===== config.mk =====
export PLATFORM = sky130hd
export DESIGN_NAME = pgwalk
export DESIGN_NICKNAME = d
export VERILOG_FILES = /design/src/rtl/pgwalk_pkg.sv /design/src/rtl/pgwalk_base.sv /design/src/rtl/pgwalk_entry.sv /design/src/rtl/pgwalk_fsm.sv /design/src/rtl/pgwalk.sv
export SDC_FILE = /design/constraint.sdc
export NUM_CORES = 1
export LEC_CHECK = 0
export ABC_AREA = 1
export BUFFER_PORTS_ARGS = -buffer_cell sky130_fd_sc_hd__buf_2
export CORE_ASPECT_RATIO = 2
export CORE_MARGIN = 5
export CORE_UTILIZATION = 57
export CTS_CLUSTER_DIAMETER = 40
export CTS_CLUSTER_SIZE = 28
export DETAILED_ROUTE_END_ITERATION = 8
export GPL_TIMING_DRIVEN = 0
export HOLD_SLACK_MARGIN = 0.02
export PLACE_DENSITY = 0.86
export SLEW_MARGIN = 20
export SYNTH_ARGS = -nofsm -noshare
export SYNTH_HDL_FRONTEND = slang
export SYNTH_HIERARCHICAL = 1
export SYNTH_SLANG_ARGS = --single-unit

===== constraint.sdc =====
create_clock -name clk -period 6 [get_ports clk]
set_clock_uncertainty 0.05 [all_clocks]
set_input_delay 0.9 -clock clk [delete_from_list [all_inputs] [get_ports clk]]
set_output_delay 0.9 -clock clk [all_outputs]
set_load 0.01 [all_outputs]

===== src/rtl/pgwalk_pkg.sv =====
package pgwalk_pkg;

    localparam int DEF_VPN_W   = 20;
    localparam int DEF_OFF_W   = 12;
    localparam int DEF_PFN_W   = 20;
    localparam int DEF_ADDR_W  = 32;
    localparam int ENTRY_W     = 32;
    localparam int ENT_VLD_BIT = 31;
    localparam int ENT_SHIFT   = 2;   // log2 of entry size in bytes

    typedef enum logic [1:0] {
        WS_IDLE,
        WS_ISSUE,
        WS_WAIT,
        WS_DONE
    } walk_state_e;

endpackage


===== src/rtl/pgwalk_base.sv =====
module pgwalk_base #(
    parameter int ADDR_W = pgwalk_pkg::DEF_ADDR_W
) (
    input  logic              clk,
    input  logic              rst,
    input  logic              we,
    input  logic [ADDR_W-1:0] wdata,
    output logic [ADDR_W-1:0] base
);
    always_ff @(posedge clk) begin
        if (rst)     base <= '0;
        else if (we) base <= wdata;
    end
endmodule


===== src/rtl/pgwalk_entry.sv =====
module pgwalk_entry #(
    parameter int PFN_W = pgwalk_pkg::DEF_PFN_W
) (
    input  logic [pgwalk_pkg::ENTRY_W-1:0] word,
    output logic                           vld,
    output logic [PFN_W-1:0]               pfn
);
    import pgwalk_pkg::*;

    // Bits between the frame field and the valid flag carry no meaning.
    logic unused_rsvd;
    assign unused_rsvd = ^word[ENT_VLD_BIT-1:PFN_W];

    assign vld = word[ENT_VLD_BIT];
    assign pfn = word[PFN_W-1:0];
endmodule


===== src/rtl/pgwalk_fsm.sv =====
module pgwalk_fsm #(
    parameter int VPN_W  = pgwalk_pkg::DEF_VPN_W,
    parameter int OFF_W  = pgwalk_pkg::DEF_OFF_W,
    parameter int PFN_W  = pgwalk_pkg::DEF_PFN_W,
    parameter int ADDR_W = pgwalk_pkg::DEF_ADDR_W
) (
    input  logic              clk,
    input  logic              rst,
    input  logic              req_valid,
    input  logic [VPN_W-1:0]  req_vpn,
    input  logic [OFF_W-1:0]  req_off,
    input  logic [ADDR_W-1:0] base,
    input  logic              mem_req_ready,
    input  logic              mem_rsp_valid,
    input  logic              ent_vld,
    input  logic [PFN_W-1:0]  ent_pfn,
    output logic              busy,
    output logic              mem_req_valid,
    output logic [ADDR_W-1:0] mem_req_addr,
    output logic              rsp_valid,
    output logic              rsp_fault,
    output logic [PFN_W+OFF_W-1:0] rsp_paddr,
    output logic              fill_valid,
    output logic [VPN_W-1:0]  fill_vpn,
    output logic [PFN_W-1:0]  fill_pfn
);
    import pgwalk_pkg::*;

    typedef struct packed {
        logic [VPN_W-1:0]  vpn;
        logic [OFF_W-1:0]  off;
        logic [ADDR_W-1:0] eaddr;
    } walk_ctx_t;

    typedef struct packed {
        logic             hit;
        logic [PFN_W-1:0] pfn;
    } walk_res_t;

    walk_state_e state;
    walk_ctx_t   ctx;
    walk_res_t   res;
    logic        accept;

    assign accept = req_valid && (state == WS_IDLE);

    always_ff @(posedge clk) begin
        if (rst) begin
            state <= WS_IDLE;
            ctx   <= '0;
            res   <= '0;
        end else begin
            unique case (state)
                WS_IDLE: if (accept) begin
                    ctx.vpn   <= req_vpn;
                    ctx.off   <= req_off;
                    // Base is sampled here, so later writes only reach the next walk.
                    ctx.eaddr <= base + (ADDR_W'(req_vpn) << ENT_SHIFT);
                    state     <= WS_ISSUE;
                end
                WS_ISSUE: if (mem_req_ready) state <= WS_WAIT;
                WS_WAIT: if (mem_rsp_valid) begin
                    res.hit <= ent_vld;
                    res.pfn <= ent_pfn;
                    state   <= WS_DONE;
                end
                WS_DONE: state <= WS_IDLE;
                default: state <= WS_IDLE;
            endcase
        end
    end

    assign busy          = (state != WS_IDLE);
    assign mem_req_valid = (state == WS_ISSUE);
    assign mem_req_addr  = ctx.eaddr;
    assign rsp_valid     = (state == WS_DONE);
    assign rsp_fault     = rsp_valid && !res.hit;
    assign rsp_paddr     = res.hit ? {res.pfn, ctx.off} : '0;
    assign fill_valid    = rsp_valid && res.hit;
    assign fill_vpn      = ctx.vpn;
    assign fill_pfn      = res.pfn;

    p_hold_req_r9: assert property (@(posedge clk) disable iff (rst)
        mem_req_valid && !mem_req_ready |=> mem_req_valid && $stable(mem_req_addr));

    p_addr_frozen_r8: assert property (@(posedge clk) disable iff (rst)
        busy && $past(busy) |-> $stable(mem_req_addr));

    p_fill_only_hit_r5: assert property (@(posedge clk) disable iff (rst)
        fill_valid |-> rsp_valid && !rsp_fault);

    p_fault_no_fill_r4: assert property (@(posedge clk) disable iff (rst)
        rsp_fault |-> !fill_valid && rsp_paddr == '0);

    p_single_rsp_r6: assert property (@(posedge clk) disable iff (rst)
        rsp_valid |=> !rsp_valid && !busy);

    p_busy_after_accept_r7: assert property (@(posedge clk) disable iff (rst)
        accept |=> busy && mem_req_valid);

    p_read_in_walk_r2: assert property (@(posedge clk) disable iff (rst)
        (mem_req_valid || rsp_valid) |-> busy);
endmodule


===== src/rtl/pgwalk.sv =====
module pgwalk #(
    parameter int VPN_W  = pgwalk_pkg::DEF_VPN_W,
    parameter int OFF_W  = pgwalk_pkg::DEF_OFF_W,
    parameter int PFN_W  = pgwalk_pkg::DEF_PFN_W,
    parameter int ADDR_W = pgwalk_pkg::DEF_ADDR_W
) (
    input  logic                      clk,
    input  logic                      rst,
    input  logic                      base_we,
    input  logic [ADDR_W-1:0]         base_wdata,
    input  logic                      req_valid,
    input  logic [VPN_W+OFF_W-1:0]    req_vaddr,
    output logic                      busy,
    output logic                      mem_req_valid,
    output logic [ADDR_W-1:0]         mem_req_addr,
    input  logic                      mem_req_ready,
    input  logic                      mem_rsp_valid,
    input  logic [31:0]               mem_rsp_data,
    output logic                      rsp_valid,
    output logic                      rsp_fault,
    output logic [PFN_W+OFF_W-1:0]    rsp_paddr,
    output logic                      fill_valid,
    output logic [VPN_W-1:0]          fill_vpn,
    output logic [PFN_W-1:0]          fill_pfn
);
    import pgwalk_pkg::*;

    localparam int VA_W = VPN_W + OFF_W;

    initial begin
        if (PFN_W >= ENT_VLD_BIT) $error("frame field overlaps valid flag");
    end

    logic [ADDR_W-1:0] base;
    logic              ent_vld;
    logic [PFN_W-1:0]  ent_pfn;

    pgwalk_base #(.ADDR_W(ADDR_W)) u_base (
        .clk   (clk),
        .rst   (rst),
        .we    (base_we),
        .wdata (base_wdata),
        .base  (base)
    );

    pgwalk_entry #(.PFN_W(PFN_W)) u_entry (
        .word (mem_rsp_data),
        .vld  (ent_vld),
        .pfn  (ent_pfn)
    );

    pgwalk_fsm #(
        .VPN_W(VPN_W), .OFF_W(OFF_W), .PFN_W(PFN_W), .ADDR_W(ADDR_W)
    ) u_fsm (
        .clk           (clk),
        .rst           (rst),
        .req_valid     (req_valid),
        .req_vpn       (req_vaddr[VA_W-1:OFF_W]),
        .req_off       (req_vaddr[OFF_W-1:0]),
        .base          (base),
        .mem_req_ready (mem_req_ready),
        .mem_rsp_valid (mem_rsp_valid),
        .ent_vld       (ent_vld),
        .ent_pfn       (ent_pfn),
        .busy          (busy),
        .mem_req_valid (mem_req_valid),
        .mem_req_addr  (mem_req_addr),
        .rsp_valid     (rsp_valid),
        .rsp_fault     (rsp_fault),
        .rsp_paddr     (rsp_paddr),
        .fill_valid    (fill_valid),
        .fill_vpn      (fill_vpn),
        .fill_pfn      (fill_pfn)
    );
endmodule


==> summary.txt, run 1 <==
Timing
  – Total of endpoints with negative setup slack in the final report: 0
  – Rel. slew slack: 60.6%
  – Achievable clock frequency: between 300 and 400 MHz
  – Setup Total Neg Slack: 0 ps
  – Minimum clock period after layout: 2760 ps
  – Final hold violations: 0
  – Max-slew violation count: 0
  – Worst-margin pin slew: 591 ps
  – RSZ-0062 raised after global routing: false
  – Final cycle utilization of the critical path: 46.0%
  – Worst Hold Slack: 420 ps

Clock tree
  – Number of gates resized after CTS: 0
  – Hold bufs inserted after CTS: 0
  – Count of clock tree sinks: 119
  – Post-CTS clock slew at the launch and capture registers of the worst setup and hold paths: 60 ps
  – TritonCTS clock tree: done
  – Clock Latency Late Sink: 410 ps
  – Clock Path Buffers: 2
  – Inserted Clock Buffers: 17
  – Clk Tree Root Cell: sky130_fd_sc_hd__clkbuf_16
  – Post-CTS Repair Setup Buffers: 0
  – Number of H-tree branching levels: 4

Floorplan
  – Die height: about 170 um
  – Std-Cell Core Area: 12,600 um2
  – Die footprint: 15,400 um2
  – Starting Density: 58.4%
  – Core Rows: between 50 and 60
  – I/O pin total: 211
  – Die width: about 90 um

Routing
  – Vias per Instance: 4.86
  – DRT Wirelength: 21.3 mm
  – DRC violations left: 0
  – Average wire per standard cell: 13.9 um
  – First-pass DRT Iterations: 7
  – Post-detailed-route count of antenna-violating nets: 0
  – DR vias: 7,438
  – DRC marker count from the first detailed-route iteration: 338

Status
  – Outcome: finished clean

Global routing
  – GR Util met1: 22.9%
  – Remaining Overflow, GRT: 0
  – Most Used Layer, Global Route: met2
  – Met3 layer usage reported by global route: 4.84%
  – Number of antenna violations at the first check in global routing: 1
  – Global-route wire length before repair: 33.9 mm
  – GR Util met2: a little under three fifths
  – Pin count of the biggest net entering global routing: 17
  – Vias in the first global route: 7,375
  – Gr usage total: 27.6%

Logic synthesis
  – Post-Synthesis Cells: approximately 1.2k
  – Synthesis-stage register bit count: 119
  – Warning count from the yosys run: 6
  – Sequential element share of the synthesized area: between 30% and 40%
  – Mean Syn Cell Area: 6.29 um2
  – Synthesized netlist net count: 1,300
  – Post-synthesis cell type count: 30
  – Total standard cell area after synthesis: 7370 um2

Final layout
  – Number of standard cells in the layout, taps in and fillers out: 1,532
  – Most frequent standard cell in the layout excluding fill and tap cells: sky130_fd_sc_hd__nand2_1
  – Fraction of layout instances using a drive strength above 1: 25.2%
  – Number of nets in the layout: 1,496
  – Area grow syn2layout: 22.2%
  – Commonest cells after routing, fill and taps aside: sky130_fd_sc_hd__nand2_1 (258), sky130_fd_sc_hd__nor2_1 (250), sky130_fd_sc_hd__buf_2 (186), sky130_fd_sc_hd__inv_1 (174), sky130_fd_sc_hd__dfxtp_1 (119)
  – Filler Cells Inserted: 1,144

Placed design
  – DP HPWL: 17.5 mm
  – Placed cell count: 1,499
  – Routability congestion estimate: 0.959
  – Port Buf Inserts: 177

Pwr
  – Leak pwr: 5.33 nW
  – Areal power density over the cells: approximately 350 nW/um2
  – Worst-case vdd ir drop: 0.356 mV

Run
  – Maximum capacitance violations: 0

Worst setup path
  – Startpoint-to-endpoint class of the critical path: reg -> out
  – Kind of capture point of the worst setup path: primary output
  – Max FO, Critical Path: 10
  – Crit path arrival time: 1810 ps
  – Startpoint kind of the worst setup timing path: register
  – Required time of the critical path: 5050 ps

Min path
  – Worst min path class: reg -> reg
==> report_power, final <==
part	leakage [nW]	switching [mW]	internal (mW)	total (mW)
sequential	0.983	0.104	0.964	1.07
combinational	4.08	0.663	0.492	1.15
clock	0.263	0.380	0.570	0.951
total	5.33	1.15	2.03	3.17
==> cell usage after synthesis <==
cell type                  number  area (um2)
sky130_fd_sc_hd__a211oi_1       1        7.51
sky130_fd_sc_hd__a21o_1         1        7.51
sky130_fd_sc_hd__a21oi_1       19        95.1
sky130_fd_sc_hd__a21oi_2        1        8.76
sky130_fd_sc_hd__and2_1         1        6.26
sky130_fd_sc_hd__buf_2          9        45.0
sky130_fd_sc_hd__buf_4         93         698
sky130_fd_sc_hd__buf_6          7        78.8
sky130_fd_sc_hd__clkbuf_1      23        86.3
sky130_fd_sc_hd__dfxtp_1      119        2380
sky130_fd_sc_hd__fa_1           1        20.0
sky130_fd_sc_hd__ha_1          25         313
sky130_fd_sc_hd__inv_1        174         653
sky130_fd_sc_hd__inv_2          6        22.5
sky130_fd_sc_hd__nand2_1      258         968
sky130_fd_sc_hd__nand2_2        9        56.3
sky130_fd_sc_hd__nand3_1       53         265
sky130_fd_sc_hd__nand3_2        2        20.0
sky130_fd_sc_hd__nand4_1        9        56.3
sky130_fd_sc_hd__nor2_1       250         938
sky130_fd_sc_hd__nor2_2         8        50.1
sky130_fd_sc_hd__nor2_4         2        22.5
sky130_fd_sc_hd__nor3_1         7        35.0
sky130_fd_sc_hd__nor3_2         3        30.0
sky130_fd_sc_hd__o211ai_1       1        7.51
sky130_fd_sc_hd__o21ai_0       74         370
sky130_fd_sc_hd__o21ai_1        2        10.0
sky130_fd_sc_hd__o21bai_1       3        22.5
sky130_fd_sc_hd__o22ai_1        1        6.26
sky130_fd_sc_hd__xor2_1        10        87.6
==> state kept, by name (all words and copies together), names as in the netlist <==
register            cells
u_fsm/mem_req_addr     32
u_fsm/ctx              12
u_fsm/state             2
u_fsm/fill_vpn         20
u_fsm/fill_pfn         20
u_base/base            32
u_fsm/res               1
==> through the flow <==
step / total power, mW / util, % / setup WS (ps) / instance area [um2]
finish: 3.17 / 71.3 / 3240 / 9000
global route: 3.38 / 71.3 / 3060 / 9000
CTS: 3.20 / 71.3 / 3220 / 9000
detailed placement: 2.23 / 66.9 / 3100 / 8440
global placement: 2.21 / 66.9 / 3140 / 8440
floorplan: 1.86 / - / 3510 / 7370
==> layer usage <==
metal  wire length, um  part of all wire, %
met5                 0                    0
met2             12100                   57
met3              1010                  4.7
met4              1240                  5.8
met1              6950                   33
==> logic make-up (layout without fill, tap and decap cells) <==
family | after synthesis | count (layout) | synth area share (%)
buffers and inverters | 312 | 521 | 21.5
adder cells (fa/ha/maj) | 26 | 26 | 4.52
other | 0 | 1 | 0
XOR/XNOR | 10 | 10 | 1.19
AO/OA/AOI/OAI | 103 | 103 | 7.27
flip-flops | 119 | 119 | 32.3
AND/OR/NAND/NOR | 602 | 602 | 33.2
==> worst paths after layout <==
kind	start	end	slack, ps	cells after the start
min reg2reg	u_base/base[1]	u_base/base[1]	420	2
max reg2reg	u_base/base[2]	u_fsm/mem_req_addr[18]	3720	13
max	u_fsm/res[20]	rsp_paddr[3]	3240	5
min	u_base/base[1]	u_base/base[1]	420	2
==> worst max-delay path, stage by stage, from the launching register on <==
cell and delay, ps:
sky130_fd_sc_hd__dfxtp_1 300, sky130_fd_sc_hd__clkbuf_1 290, sky130_fd_sc_hd__clkbuf_1 480, sky130_fd_sc_hd__nand2_1 110, sky130_fd_sc_hd__inv_1 80, sky130_fd_sc_hd__buf_2 140
==> area by class of cell <==
cell class	instances	area, um2	share of cell area, %
diodes	1	2.50	0.0278
clock buffers	18	429	4.77
inverters	180	676	7.50
flip-flops and latches	119	2380	26.5
repair buffers	177	886	9.84
plain buffers	132	908	10.1
clock inverters	14	128	1.42
multi-input cells	741	3400	37.8
well taps	150	188	2.08
No activity file was read; power rests on OpenSTA's default activity.
==> run 2: changes to the inputs <==
--- a/config.mk
+++ b/config.mk
@@ -9,13 +9,13 @@
 export BUFFER_PORTS_ARGS = -buffer_cell sky130_fd_sc_hd__buf_2
 export CORE_ASPECT_RATIO = 2
 export CORE_MARGIN = 5
-export CORE_UTILIZATION = 57
+export CORE_UTILIZATION = 48
 export CTS_CLUSTER_DIAMETER = 40
 export CTS_CLUSTER_SIZE = 28
 export DETAILED_ROUTE_END_ITERATION = 8
 export GPL_TIMING_DRIVEN = 0
 export HOLD_SLACK_MARGIN = 0.02
-export PLACE_DENSITY = 0.86
+export PLACE_DENSITY = 0.78
 export SLEW_MARGIN = 20
 export SYNTH_ARGS = -nofsm -noshare
 export SYNTH_HDL_FRONTEND = slang
==> constraint.sdc (replaced) <==
create_clock -name clk -period 2.3 [get_ports clk]
set_clock_uncertainty 0.05 [all_clocks]
set_input_delay 0.345 -clock clk [delete_from_list [all_inputs] [get_ports clk]]
set_output_delay 0.345 -clock clk [all_outputs]
set_load 0.01 [all_outputs]
==> summary.txt, run 2 (synthesis gave the netlist of run 1 again) <==
Final layout
  – Most frequent standard cell in the layout excluding fill and tap cells: sky130_fd_sc_hd__nand2_1
  – Final core area utilization: 60.1% (-11 points)
  – Register cell area after layout: 2380 um2 (about the same)
  – Number of nets in the layout: 1,496 (unchanged)
  – Area grow syn2layout: 24.0%
  – Fraction of layout instances using a drive strength above 1: 25.6% (+0.36 points)
  – Filler Cells Inserted: 1,549 (+35%)
  – Multi-input gate area: 3420 um2 (+0.59%)
  – Commonest cells after routing, fill and taps aside: sky130_fd_sc_hd__nand2_1 (257), sky130_fd_sc_hd__nor2_1 (250), sky130_fd_sc_hd__buf_2 (185), sky130_fd_sc_hd__inv_1 (174), sky130_fd_sc_hd__dfxtp_1 (118)

Worst setup path
  – Kind of capture point of the worst setup path: register
  – Internal reg-to-reg setup slack: 190 ps (-3530 ps)
  – Required time of the critical path: 2550 ps (-2500 ps)
  – Crit path arrival time: 2360 ps (+550 ps)
  – Startpoint-to-endpoint class of the critical path: reg -> reg
  – Max FO, Critical Path: 4 (-6)
  – Startpoint kind of the worst setup timing path: register
  – Endpoint of the most critical register-to-register path: u_fsm/mem_req_addr[18]
  – Critical register-to-register path startpoint: u_base/base[2]
  – Depth of the worst register-to-register path: 13 (unchanged)

Routing
  – First-pass DRT Iterations: 5 (-2)
  – Average wire per standard cell: 13.9 um (about the same)
  – Post-detailed-route count of antenna-violating nets: 0 (unchanged)
  – DR vias: 7,425 (-0.17%)
  – Vias per Instance: 4.70 (-3.3%)
  – DRT Wirelength: 22.0 mm (+3.2%)
  – DRC violations left: 0 (unchanged)
  – DRC marker count from the first detailed-route iteration: 308 (-8.9%)

Pwr
  – Leak pwr: 5.35 nW (+0.48%)
  – Total chip power: 8.55 mW (+170%)
  – Worst-case vdd ir drop: 0.663 mV (+86%)
  – Areal power density over the cells: 935 nW/um2 (+170%)

Floorplan
  – Die footprint: 18,100 um2 (+17%)
  – Std-Cell Core Area: 15,200 um2 (+20%)
  – Die width: 97.6 um (+8.0%)
  – Die height: 185 um (+8.4%)
  – I/O pin total: 211 (unchanged)
  – Starting Density: 48.4% (-9.9 points)
  – Core Rows: 64 (+10%)

Timing
  – RSZ-0062 raised after global routing: false
  – Final hold violations: 0 (unchanged)
  – Total of endpoints with negative setup slack in the final report: 0 (unchanged)
  – Rel. slew slack: 60.7% (+0.087 points)
  – Worst-margin pin slew: 590 ps (-1.30 ps)
  – Max-slew violation count: 0 (unchanged)
  – Minimum clock period after layout: 2110 ps
  – Final cycle utilization of the critical path: about nine tenths
  – Achievable clock frequency: 473 MHz

Clock tree
  – Inserted Clock Buffers: 17 (unchanged)
  – Count of clock tree sinks: 119 (unchanged)
  – Clock Path Buffers: 2 (unchanged)
  – Clock Latency Late Sink: 410 ps (about the same)
  – Post-CTS clock slew at the launch and capture registers of the worst setup and hold paths: 60 ps (about the same)
  – Hold bufs inserted after CTS: 0 (unchanged)
  – Clk Tree Root Cell: sky130_fd_sc_hd__clkbuf_16
  – Number of H-tree branching levels: 4 (unchanged)
  – TritonCTS clock tree: done

Min path
  – WHS Endpoint: u_fsm/fill_pfn[16]
  – HP Start: mem_rsp_data[16]
  – Number of stages on the worst hold path: 3 (+1)
  – Worst min path class: in -> reg

Global routing
  – Pin count of the biggest net entering global routing: 17 (unchanged)
  – Global-route wire length before repair: 34.0 mm (+0.26%)
  – Gr usage total: 23.9% (-3.8 points)
  – Vias in the first global route: 7,174 (-2.7%)
  – Remaining Overflow, GRT: 0 (unchanged)
  – Number of antenna violations at the first check in global routing: 2 (+1)

Placed design
  – Port Buf Inserts: 177 (unchanged)
  – DP HPWL: 18.2 mm (+4.1%)
  – Routability congestion estimate: 0.954 (-0.48%)

Run
  – Maximum capacitance violations: 0 (unchanged)

Status
  – Outcome: finished clean
==> run 2: area by class of cell <==
type / instances / area share (%)
plain buffers: 132 / 9.98
clock inverters: 14 / 1.93
flip-flops and latches: 119 / 26.1
multi-input cells: 741 / 37.5
inverters: 180 / 7.39
clock buffers: 18 / 4.70
repair buffers: 177 / 9.69
diodes: 2 / 0.0548
well taps: 198 / 2.71
==> run 2: repair_timing <==
item | in CTS | in global routing
endpoints found under the setup margin | 2 | 5
pin swaps | 0 | 0
buffers inserted | 0 | 0
resized for setup | 2 | 5
==> run 2: worst max path at each step <==
stage | from | cells after the start | to
global route | u_base/base[18] | 11 | u_fsm/mem_req_addr[23]
global placement | req_vaddr[12] | 14 | u_fsm/mem_req_addr[18]
CTS | u_fsm/state[1] | 9 | u_fsm/mem_req_addr[13]
floorplan | req_vaddr[12] | 13 | u_fsm/mem_req_addr[18]
finish | u_base/base[2] | 13 | u_fsm/mem_req_addr[18]
detailed placement | req_vaddr[12] | 14 | u_fsm/mem_req_addr[18]
==> run 2: per-layer routing <==
metal / vias to the layer above / wire [um] / part of all wire, % / GRT usage (%)
met5: - / 0 / 0 / 0
met1: 3285 / 7080 / 32 / 19.4
met4: 0 / 1520 / 6.9 / 17.5
li1: 3849 / - / - / -
met3: 70 / 833 / 3.8 / 3.32
met2: 221 / 12500 / 57 / 49.7
==> run 2: report_power, final <==
part	internal [mW]	switching (mW)
logic	1.29	1.75
clock network	1.71	1.01
registers	2.52	0.276
==> run 2: through the flow <==
step                      TNS [ps]  hold WS, ps  instance area (um2)  setup slack (ps)  std cells
after global routing             0          124                 9140              14.0       1581
after floorplan                  0          394                 7370               362       1172
after CTS                        0          123                 9110              31.3       1579
after detailed placement     -72.0          412                 8500             -72.0       1547
after global placement       -25.8          405                 8500             -25.8       1547
final                            0          134                 9140               186       1581
==> run 2: worst max-delay path, stage by stage, from the launching register on <==
cell	delay, ps
sky130_fd_sc_hd__dfxtp_2	360
sky130_fd_sc_hd__ha_4	180
sky130_fd_sc_hd__inv_1	50
sky130_fd_sc_hd__fa_1	400
sky130_fd_sc_hd__inv_1	110
sky130_fd_sc_hd__nand3_1	90
sky130_fd_sc_hd__nand3_2	120
sky130_fd_sc_hd__nand2_1	60
sky130_fd_sc_hd__nand2_1	120
sky130_fd_sc_hd__nand3_1	120
sky130_fd_sc_hd__nand3_1	90
sky130_fd_sc_hd__nand2_1	50
sky130_fd_sc_hd__o21ai_0	160
sky130_fd_sc_hd__inv_1	50
